### config.mk
export PLATFORM = sky130hd
export DESIGN_NAME = spi_frame_master
export DESIGN_NICKNAME = d
export VERILOG_FILES = /design/src/rtl/spi_fm_pkg.sv /design/src/rtl/spi_fm_pace.sv /design/src/rtl/spi_fm_ctrl.sv /design/src/rtl/spi_fm_data.sv /design/src/rtl/spi_frame_master.sv
export SDC_FILE = /design/constraint.sdc
export NUM_CORES = 1
export LEC_CHECK = 0
export BUFFER_PORTS_ARGS = -buffer_cell sky130_fd_sc_hd__buf_2
export CELL_PAD_IN_SITES_DETAIL_PLACEMENT = 1
export CELL_PAD_IN_SITES_GLOBAL_PLACEMENT = 1
export CORE_MARGIN = 10
export CORE_UTILIZATION = 45
export DETAILED_ROUTE_END_ITERATION = 12
export PLACE_DENSITY = 0.83
export SLEW_MARGIN = 5
export SYNTH_ARGS = -nofsm -noshare
export SYNTH_HDL_FRONTEND = slang
export SYNTH_HIERARCHICAL = 1
export SYNTH_SLANG_ARGS = --single-unit
### constraint.sdc
create_clock -name clk -period 4.23 [get_ports clk]
set_clock_uncertainty 0.2 [all_clocks]
set_input_delay 0 -clock clk [delete_from_list [all_inputs] [get_ports clk]]
set_output_delay 0 -clock clk [all_outputs]
set_load 0.005 [all_outputs]
### src/rtl/spi_fm_pkg.sv
package spi_fm_pkg;

   localparam int CODE_W = 4;
   localparam int DLY_W  = 2;

   // settings captured when a frame is accepted
   typedef struct packed {
      logic [CODE_W-1:0] code;
      logic              cpol;
      logic              cpha;
      logic              lsb_first;
      logic              keep;
   } spi_cfg_t;

   typedef enum logic [1:0] {
      ST_IDLE,
      ST_LEAD,
      ST_XFER,
      ST_END
   } spi_state_e;

endpackage

### src/rtl/spi_fm_pace.sv
module spi_fm_pace #(
   parameter int CNT_W = 4
) (
   input  logic             clk,
   input  logic             rst_n,
   input  logic             reload,
   input  logic [CNT_W-1:0] reload_val,
   input  logic             en,
   output logic             zero
);

   logic [CNT_W-1:0] cnt_q;

   always_ff @(posedge clk or negedge rst_n) begin
      if (!rst_n)                 cnt_q <= '0;
      else if (reload)            cnt_q <= reload_val;
      else if (en && cnt_q != '0) cnt_q <= cnt_q - CNT_W'(1);
   end

   assign zero = (cnt_q == '0);

endmodule

### src/rtl/spi_fm_ctrl.sv
module spi_fm_ctrl
   import spi_fm_pkg::*;
#(
   parameter int DATA_W   = 16,
   parameter int HALF_CYC = 2,
   parameter int MIN_CODE = 3
) (
   input  logic              clk,
   input  logic              rst_n,
   input  logic              start,
   input  spi_cfg_t          cfg_in,
   input  logic [DLY_W-1:0]  dly_in,
   output logic              busy,
   output logic              done,
   output logic              cfg_err,
   output logic              sck,
   output logic              cs_n,
   output logic              ld,
   output logic              drv,
   output logic [CODE_W-1:0] drv_idx,
   output logic              cap,
   output logic [CODE_W-1:0] cap_idx,
   output logic [CODE_W-1:0] run_code,
   output logic              run_lsb
);

   localparam int EDGE_W   = CODE_W + 2;
   localparam int LEAD_MAX = 2 ** (DLY_W + 1);
   localparam int PACE_MAX = (HALF_CYC > LEAD_MAX) ? HALF_CYC : LEAD_MAX;
   localparam int PACE_W   = $clog2(PACE_MAX + 1);

   spi_state_e        st_q;
   spi_cfg_t          cfg_q;
   logic [EDGE_W-1:0] edge_q, edge_nx, last_edge;
   logic [CODE_W-1:0] bidx_q;
   logic              code_ok, reject, tick, lead_edge, pace_zero, in_run;
   logic [PACE_W-1:0] pace_val;

   assign code_ok   = (cfg_in.code >= CODE_W'(MIN_CODE)) && (cfg_in.code <= CODE_W'(DATA_W - 1));
   assign ld        = start && (st_q == ST_IDLE) && code_ok;
   assign reject    = start && (st_q == ST_IDLE) && !code_ok;
   assign in_run    = (st_q == ST_LEAD) || (st_q == ST_XFER);
   assign tick      = pace_zero && in_run;
   assign edge_nx   = edge_q + EDGE_W'(1);
   assign lead_edge = edge_nx[0];
   assign last_edge = {1'b0, cfg_q.code, 1'b0} + EDGE_W'(2);
   assign pace_val  = ld ? PACE_W'({dly_in, 1'b0}) : PACE_W'(HALF_CYC - 1);

   spi_fm_pace #(.CNT_W(PACE_W)) u_pace (
      .clk        (clk),
      .rst_n      (rst_n),
      .reload     (ld || tick),
      .reload_val (pace_val),
      .en         (in_run),
      .zero       (pace_zero)
   );

   // edge actions: the sampling edge depends on phase, the change edge is the other one
   assign cap     = tick && (cfg_q.cpha ? !lead_edge : lead_edge);
   assign cap_idx = bidx_q;
   assign drv     = tick && (cfg_q.cpha ? lead_edge : (!lead_edge && edge_nx != last_edge));
   assign drv_idx = cfg_q.cpha ? bidx_q : bidx_q + CODE_W'(1);

   always_ff @(posedge clk or negedge rst_n) begin
      if (!rst_n) begin
         st_q    <= ST_IDLE;
         cfg_q   <= '0;
         edge_q  <= '0;
         bidx_q  <= '0;
         sck     <= 1'b0;
         cs_n    <= 1'b1;
         done    <= 1'b0;
         cfg_err <= 1'b0;
      end else begin
         done    <= 1'b0;
         cfg_err <= 1'b0;
         unique case (st_q)
            ST_IDLE: begin
               if (ld) begin
                  cfg_q  <= cfg_in;
                  cs_n   <= 1'b0;
                  sck    <= cfg_in.cpol;
                  edge_q <= '0;
                  bidx_q <= '0;
                  st_q   <= ST_LEAD;
               end else begin
                  cfg_err <= reject;
                  if (cs_n) sck <= cfg_in.cpol;
               end
            end
            ST_LEAD, ST_XFER: begin
               if (tick) begin
                  sck    <= ~sck;
                  edge_q <= edge_nx;
                  if (!lead_edge) bidx_q <= bidx_q + CODE_W'(1);
                  st_q   <= (edge_nx == last_edge) ? ST_END : ST_XFER;
               end
            end
            ST_END: begin
               sck  <= cfg_q.cpol;
               done <= 1'b1;
               cs_n <= ~cfg_q.keep;
               st_q <= ST_IDLE;
            end
            default: st_q <= ST_IDLE;
         endcase
      end
   end

   assign busy     = (st_q != ST_IDLE);
   assign run_code = cfg_q.code;
   assign run_lsb  = cfg_q.lsb_first;

endmodule

### src/rtl/spi_fm_data.sv
module spi_fm_data
   import spi_fm_pkg::*;
#(
   parameter int DATA_W = 16
) (
   input  logic              clk,
   input  logic              rst_n,
   input  logic              ld,
   input  logic [DATA_W-1:0] tx_in,
   input  logic [CODE_W-1:0] ld_code,
   input  logic              ld_lsb,
   input  logic              ld_cpha,
   input  logic [CODE_W-1:0] run_code,
   input  logic              run_lsb,
   input  logic              drv,
   input  logic [CODE_W-1:0] drv_idx,
   input  logic              cap,
   input  logic [CODE_W-1:0] cap_idx,
   input  logic              miso,
   output logic              mosi,
   output logic [DATA_W-1:0] rx
);

   // serial slot -> word bit position, for either order
   function automatic logic [CODE_W-1:0] slot_pos(input logic [CODE_W-1:0] idx,
                                                  input logic [CODE_W-1:0] code,
                                                  input logic              lsb);
      return lsb ? idx : code - idx;
   endfunction

   logic [DATA_W-1:0] tx_q;
   logic [CODE_W-1:0] cap_pos;

   assign cap_pos = slot_pos(cap_idx, run_code, run_lsb);

   always_ff @(posedge clk or negedge rst_n) begin
      if (!rst_n) begin
         tx_q <= '0;
         mosi <= 1'b0;
      end else if (ld) begin
         tx_q <= tx_in;
         mosi <= ld_cpha ? 1'b0 : tx_in[slot_pos('0, ld_code, ld_lsb)];
      end else if (drv) begin
         mosi <= tx_q[slot_pos(drv_idx, run_code, run_lsb)];
      end
   end

   for (genvar i = 0; i < DATA_W; i++) begin : g_rx
      always_ff @(posedge clk or negedge rst_n) begin
         if (!rst_n)                              rx[i] <= 1'b0;
         else if (ld)                             rx[i] <= 1'b0;
         else if (cap && cap_pos == CODE_W'(i))   rx[i] <= miso;
      end
   end

endmodule

### src/rtl/spi_frame_master.sv
module spi_frame_master
   import spi_fm_pkg::*;
#(
   parameter int DATA_W   = 16,
   parameter int HALF_CYC = 2,
   parameter int MIN_CODE = 3
) (
   input  logic              clk,
   input  logic              rst_n,
   input  logic              start,
   input  logic [DATA_W-1:0] tx_data,
   input  logic [3:0]        frm_code,
   input  logic              cpol,
   input  logic              cpha,
   input  logic              lsb_first,
   input  logic [1:0]        lead_sel,
   input  logic              hold_cs,
   output logic              busy,
   output logic              done,
   output logic              cfg_err,
   output logic [DATA_W-1:0] rx_data,
   output logic              sck,
   output logic              cs_n,
   output logic              mosi,
   input  logic              miso
);

   initial begin
      assert (DATA_W >= 4 && DATA_W <= 2 ** CODE_W) else $error("DATA_W out of range");
      assert (HALF_CYC >= 1) else $error("HALF_CYC must be at least 1");
      assert (MIN_CODE >= 1 && MIN_CODE < DATA_W) else $error("MIN_CODE out of range");
   end

   spi_cfg_t          cfg_in;
   logic              ld, drv, cap, run_lsb;
   logic [CODE_W-1:0] drv_idx, cap_idx, run_code;

   assign cfg_in = '{code: frm_code, cpol: cpol, cpha: cpha,
                     lsb_first: lsb_first, keep: hold_cs};

   spi_fm_ctrl #(
      .DATA_W   (DATA_W),
      .HALF_CYC (HALF_CYC),
      .MIN_CODE (MIN_CODE)
   ) u_ctrl (
      .clk      (clk),
      .rst_n    (rst_n),
      .start    (start),
      .cfg_in   (cfg_in),
      .dly_in   (lead_sel),
      .busy     (busy),
      .done     (done),
      .cfg_err  (cfg_err),
      .sck      (sck),
      .cs_n     (cs_n),
      .ld       (ld),
      .drv      (drv),
      .drv_idx  (drv_idx),
      .cap      (cap),
      .cap_idx  (cap_idx),
      .run_code (run_code),
      .run_lsb  (run_lsb)
   );

   spi_fm_data #(.DATA_W(DATA_W)) u_data (
      .clk      (clk),
      .rst_n    (rst_n),
      .ld       (ld),
      .tx_in    (tx_data),
      .ld_code  (frm_code),
      .ld_lsb   (lsb_first),
      .ld_cpha  (cpha),
      .run_code (run_code),
      .run_lsb  (run_lsb),
      .drv      (drv),
      .drv_idx  (drv_idx),
      .cap      (cap),
      .cap_idx  (cap_idx),
      .miso     (miso),
      .mosi     (mosi),
      .rx       (rx_data)
   );

endmodule

After elaboration in Yosys (flattened, before gate mapping) --
Cells that the tools add are included.
Word-level totals: flip-flop bits (word level) 61, output and inout port bits 22, logic and storage cells 196, input port bits 30
Operators by class: mux-type cells 68, bitwise gates (word level) 2, add/sub/neg operators 6, reduce and logical (&&, ||, !) cells 61, equality and inequality tests 24, magnitude comparators 4
Operators by type and width (number):
- 1-bit two-way mux | 47
- 2-bit nonzero test | 21
- 4-bit two-way mux | 9
- 4-bit == test, second input constant | 8
- 1-bit logical AND | 25
- 4-bit by 3-bit == test with 1-bit output, second input constant | 4
- 6-bit two-way mux | 2
- 6-bit one-hot mux with 2 select lines | 1
- 4-bit by 5-bit less-than comparator with 1-bit output, second input constant | 2
- 1-bit binary-select mux with 4-bit select | 2
- 4-bit by 2-bit == test with 1-bit output, second input constant | 2
- 4-bit logical NOT | 2
- 4-bit one-hot mux with 2 select lines | 1
- 2-bit AND reduction | 4
- 4-bit subtractor | 2
- 5-bit by 2-bit adder with 6-bit output, second input constant | 1
- 6-bit by 1-bit adder with 6-bit output, second input constant | 1
- 6-bit == test | 1
- 6-bit != test | 1
- 2-bit one-hot mux with 3 select lines | 1
- 4-bit by 1-bit adder with 4-bit output, second input constant | 1
- 2-bit == test, second input constant | 2
- 4-bit by 1-bit == test with 1-bit output, second input constant | 1
- 4-bit by 2-bit >= comparator with 1-bit output, second input constant | 1
- 18 further kinds | 23

Longest topological paths before layout --
depth after elaboration 8, depth in mapped cells 11, depth with buffers taken out 11

Hierarchy --
The synthesis kept the hierarchy.
By module, submodules not included:
- spi_fm_data | seq. area each 825.8 um^2, area an instance 2210.9 um^2, cells each 216, times used 1
- spi_fm_ctrl | seq. area each 601.8 um^2, area an instance 1447.6 um^2, cells each 167, times used 1
- spi_fm_pace | seq. area each 100.1 um^2, area an instance 270.3 um^2, cells each 27, times used 1

Least setup slack after synthesis --
Ideal clock, no wire load.
kind reg2reg, start point register u_ctrl.bidx_q[0], in the netlist u_ctrl/cap_idx[0], end point register u_data.mosi, path slack 1233 ps, buffers on the path 0, setup time 104 ps, arrival time 2694 ps, stages on the path, launching flop included 12, cells stage by stage dfrtp_1 ha_1 inv_1 o21ai_0 inv_1 fa_1 xnor2_1 nor3_1 a31o_2 a22o_1 o211a_1 o41ai_2
On the way: cells in the longest elaborated chain, start to end 8
Ends and longest elaborated chain:
- start: declaration | RTL line spi_fm_ctrl.sv:35 | logic [CODE_W-1:0] bidx_q;
- start signal: assignment | RTL line spi_fm_ctrl.sv:95 | if (!lead_edge) bidx_q <= bidx_q + CODE_W'(1);
- 4-bit by 1-bit adder with 4-bit output * | RTL line spi_fm_ctrl.sv:62 | assign drv_idx = cfg_q.cpha ? bidx_q : bidx_q + CODE_W'(1);
- 4-bit two-way mux * | RTL line spi_fm_ctrl.sv:62
- via drv_idx[1] | RTL line spi_frame_master.sv:36 | logic [CODE_W-1:0] drv_idx, cap_idx, run_code;
- 4-bit subtractor | RTL line spi_fm_data.sv:28 | return lsb ? idx : code - idx;
- 4-bit two-way mux * | RTL line spi_fm_data.sv:28
- 1-bit binary-select mux with 4-bit select * | RTL line spi_fm_data.sv:44 | mosi <= tx_q[slot_pos(drv_idx, run_code, run_lsb)];
- 1-bit two-way mux (implied by the code) * | RTL line spi_fm_data.sv:44
- 1-bit two-way mux * | RTL line spi_fm_data.sv:43 | end else if (drv) begin
- 1-bit two-way mux * | RTL line spi_fm_data.sv:40 | end else if (ld) begin
- end signal: assignment | RTL line spi_fm_data.sv:42 | mosi <= ld_cpha ? 1'b0 : tx_in[slot_pos('0, ld_code, ld_lsb)];
- end signal: assignment | RTL line spi_fm_data.sv:44
- end: declaration | RTL line spi_fm_data.sv:20 | output logic mosi,
Mark *: on every way through the listed nets, which the timed path passes. The rest lies on a longest branch. The select of a mux whose other input is x is not followed. A chain may end at the register's enable or synchronous reset.

Final worst setup path --
Ends and elaborated chain as after synthesis.

==> flow_metrics.tcl <==
set metrics [dict create \
    status "complete, no violations" \
    syn_inst 410 \
    arrival_ps 3440 \
    syn_area_per_cell_um2 9.58 \
    synthSimpleGateAreaFrac_pct 19.6 \
    tritoncts "yes" \
    antenna_found_initial 0 \
    p_int_uw 1870 \
    r2r_start "u_ctrl/cap_idx[0]$_DFFE_PN0P_" \
    p_leak_uw 0.00225 \
    wl_per_cell_um 19.2 \
    muxShareOfSynthArea_pct 12.4 \
    synthAdderAreaFrac_pct 5.16 \
    multi_input_area_um2 2200 \
    ys_types 66 \
    htree_levels 3 \
    grt_pass1_vias 3760 \
    fin_util_pct 54.8 \
    seqCellArea_um2 1530 \
    cap_violations 0 \
    pwr_density_cell_nw_per_um2 721 \
    dieArea_um2 12900 \
    vias 3282 \
    start_util_pct 45.7 \
    period_minus_slack_ps 3420 \
    cts_resized 0 \
    gp_congestion 0.759 \
    cts.path.max_buffers 2 \
    ys_seq_area_share_pct 38.9 \
    clock_power_share_pct 15.0 \
    tns_ps 0 \
    crit_type "register to register" \
    cp-startpoint "u_ctrl/cap_idx[0]$_DFFE_PN0P_" \
    critPathMaxFanout 10 \
    ys.flop_type "dfrtp_1" \
    yosys-top-cells-count "60 x dfrtp_1, 59 x nand2_1, 25 x mux2i_1" \
    hold_buffers 29 \
    drc 0 \
    port_buffers 51 \
    fill_cells 976 \
    hold_class "primary input to register" \
    rows 34 \
    slew_headroom_pct 46.0 \
    synth_xor_area_share_pct 4.24 \
    syn_nets 455 \
    antennaDiodeCount 0 \
    grt_pass1_wl_mm 19.2 \
    drive_gt1_share_pct 21.2 \
    min_from "miso" \
    syn_to_final_growth_pct 20.0 \
    power.share.sequential_pct 30.3 \
    grt_max_degree 62 \
    synth-edff-count 0 \
    synth_largest_area_cell "dfrtp_1" \
    grt.overflow.total 0 \
    viasPerCell 5.53 \
    cts_setup_buffers 0 \
    fin_crit_sh_pct 80.9 \
    synth_top_family_by_area "simple AND/OR/NAND/NOR gates" \
    holdWs_ps 131 \
    setup_viol 0 \
    cts_inserted_buffers 9 \
    combPwrFrac_pct 54.7 \
    peakVddDrop_v 0.000312 \
    dieWidth_um 113 \
    dpl.hpwl_mm 7.70 \
    synth-seq-cells 61 \
    p_sw_share_pct 44.9 \
    p_sw_uw 1530 \
    worst-slew-pin-transition_ps 809 \
    hold_viol_final 0 \
    dieHeight_um 113 \
    dr.pass1.iters 4 \
    syn_area_um2 3930 \
    cp.required_ps 4250 \
    cts-root-buf "clkbuf_8" \
    synth-compound-area-share_pct 14.4 \
    cp-start-kind "register" \
    rsz0062_at_grt "no" \
    end_kind "register" \
    ys.warnings.count 6 \
    synth_top_area_share_pct 38.2 \
    io_pins 52 \
    clkTransAtPathRegs_ps 70 \
    async_flop_share_pct 100 \
    maxSlewViolCount 0 \
    antenna_left 0 \
    nets 526 \
    totalWireLength_mm 11.4 \
    yosysMostFrequentCell "dfrtp_1" \
    core_um2 8590 \
    drtIter0Drc 95 \
    fmax_ghz 0.292 \
    gr-usage-all-layers_pct 18.1 \
    synthTopCellsByArea "dfrtp_1 38%, mux2i_1 6.4%, nand2_1 5.6%, mux2_2 4.9%, ha_1 4.1%" \
    cts_sinks 61 \
    insertion_delay_ps 330 \
]
-- metal layers --
metal	up-vias	part of all wire [%]	GRT usage [%]
met1	1644	42	21.1
met4	0	1.2	5.84
met2	54	53	32.3
met5	-	0	0
met3	8	3.2	3.83
li1	1576	-	-
-- layout by cell type, fill, tap and decap left out, types with 3 or more instances in the layout --
master / count
a211o_1: 3
a21oi_1: 13
a22oi_1: 4
a31oi_1: 6
and2_1: 5
buf_2: 51
buf_4: 4
clkbuf_8: 13
dfrtp_1: 60
dlygate4sd3_1: 29
ha_1: 13
inv_1: 21
mux2_2: 17
mux2i_1: 25
nand2_1: 59
nand2b_1: 23
nand3_1: 9
nand4_1: 4
nor2_1: 12
nor2b_1: 6
nor3_1: 5
nor3b_1: 5
nor4_2: 3
o211a_1: 3
o21ai_0: 20
o32ai_1: 3
xnor2_1: 10
xor2_1: 9
-- worst paths after layout --
kind	slack (ps)	to	cells past startpoint
max in group asynchronous	3120	u_data/tx_q[10]$_DFFE_PN0P_	3
worst min register to register	280	u_ctrl/cs_n$_DFFE_PN1P_	1
worst min-delay path	130	u_data/rx[4]$_DFFE_PN0P_	3
worst max register to register	810	u_data/mosi$_DFFE_PN0P_	11
min in group asynchronous	170	u_ctrl/u_pace/cnt_q[3]$_DFFE_PN0P_	3
worst max-delay path	810	u_data/mosi$_DFFE_PN0P_	11
-- metrics by stage --
stage / setup slack [ps] / instances / total power [uW] / area, um2
5_1_grt: 655 / 594 / 3680 / 4710
3_3_place_gp: 1080 / 549 / 2680 / 4230
6_report: 809 / 594 / 3400 / 4710
3_5_place_dp: 915 / 549 / 2810 / 4230
4_1_cts: 878 / 594 / 3390 / 4710
2_1_floorplan: 1230 / 410 / 2380 / 3930
-- state kept, by name, indices dropped and copies added (netlist names) --
name,count
u_ctrl/cap_idx,4
u_ctrl/run_code,4
u_ctrl/sck,1
u_ctrl/cfg_q,3
u_ctrl/u_pace/cnt_q,4
u_ctrl/edge_q,6
u_ctrl/st_q,2
u_ctrl/run_lsb,1
u_ctrl/cs_n,1
u_ctrl/cfg_err,1
u_ctrl/done,1
u_data/mosi,1
u_data/rx,16
u_data/tx_q,16
-- cell type report --
cell class	count	share of cell area, %
Sequential cell	61	32.4
Clock inverter	3	0.372
Inverter	22	1.75
Multi-Input combinational cell	303	46.6
Tap cell	108	2.87
Timing Repair Buffer	84	12.2
Clock buffer	13	3.80
-- worst max-delay path, cell delays in order, from the launching register on --
cell      delay [ps]
dfrtp_1          530
ha_1             260
nand2b_1          90
xnor2_1          320
inv_1            140
ha_1             340
and3b_1          190
or3_1            340
a21oi_1          190
xor2_1           320
a211oi_1         140
o41ai_2          240
-- kinds of logic after synthesis --
family | after synthesis
mux | 44
xor+xnor | 19
compound gates | 79
flops | 61
buf+inv | 46
other cells | 1
fa+ha+maj | 15
simple gates | 145
-- power by group through the flow --
stage | logic, uW | registers [uW] | clock network [uW]
after detailed placement | 1780 | 1030 | 0
after CTS | 1850 | 1020 | 522
after global placement | 1670 | 1010 | 0
after global routing | 2060 | 1060 | 551
after floorplan | 1460 | 917 | 0
final | 1860 | 1030 | 509
No activity file was read; power rests on OpenSTA's default activity.
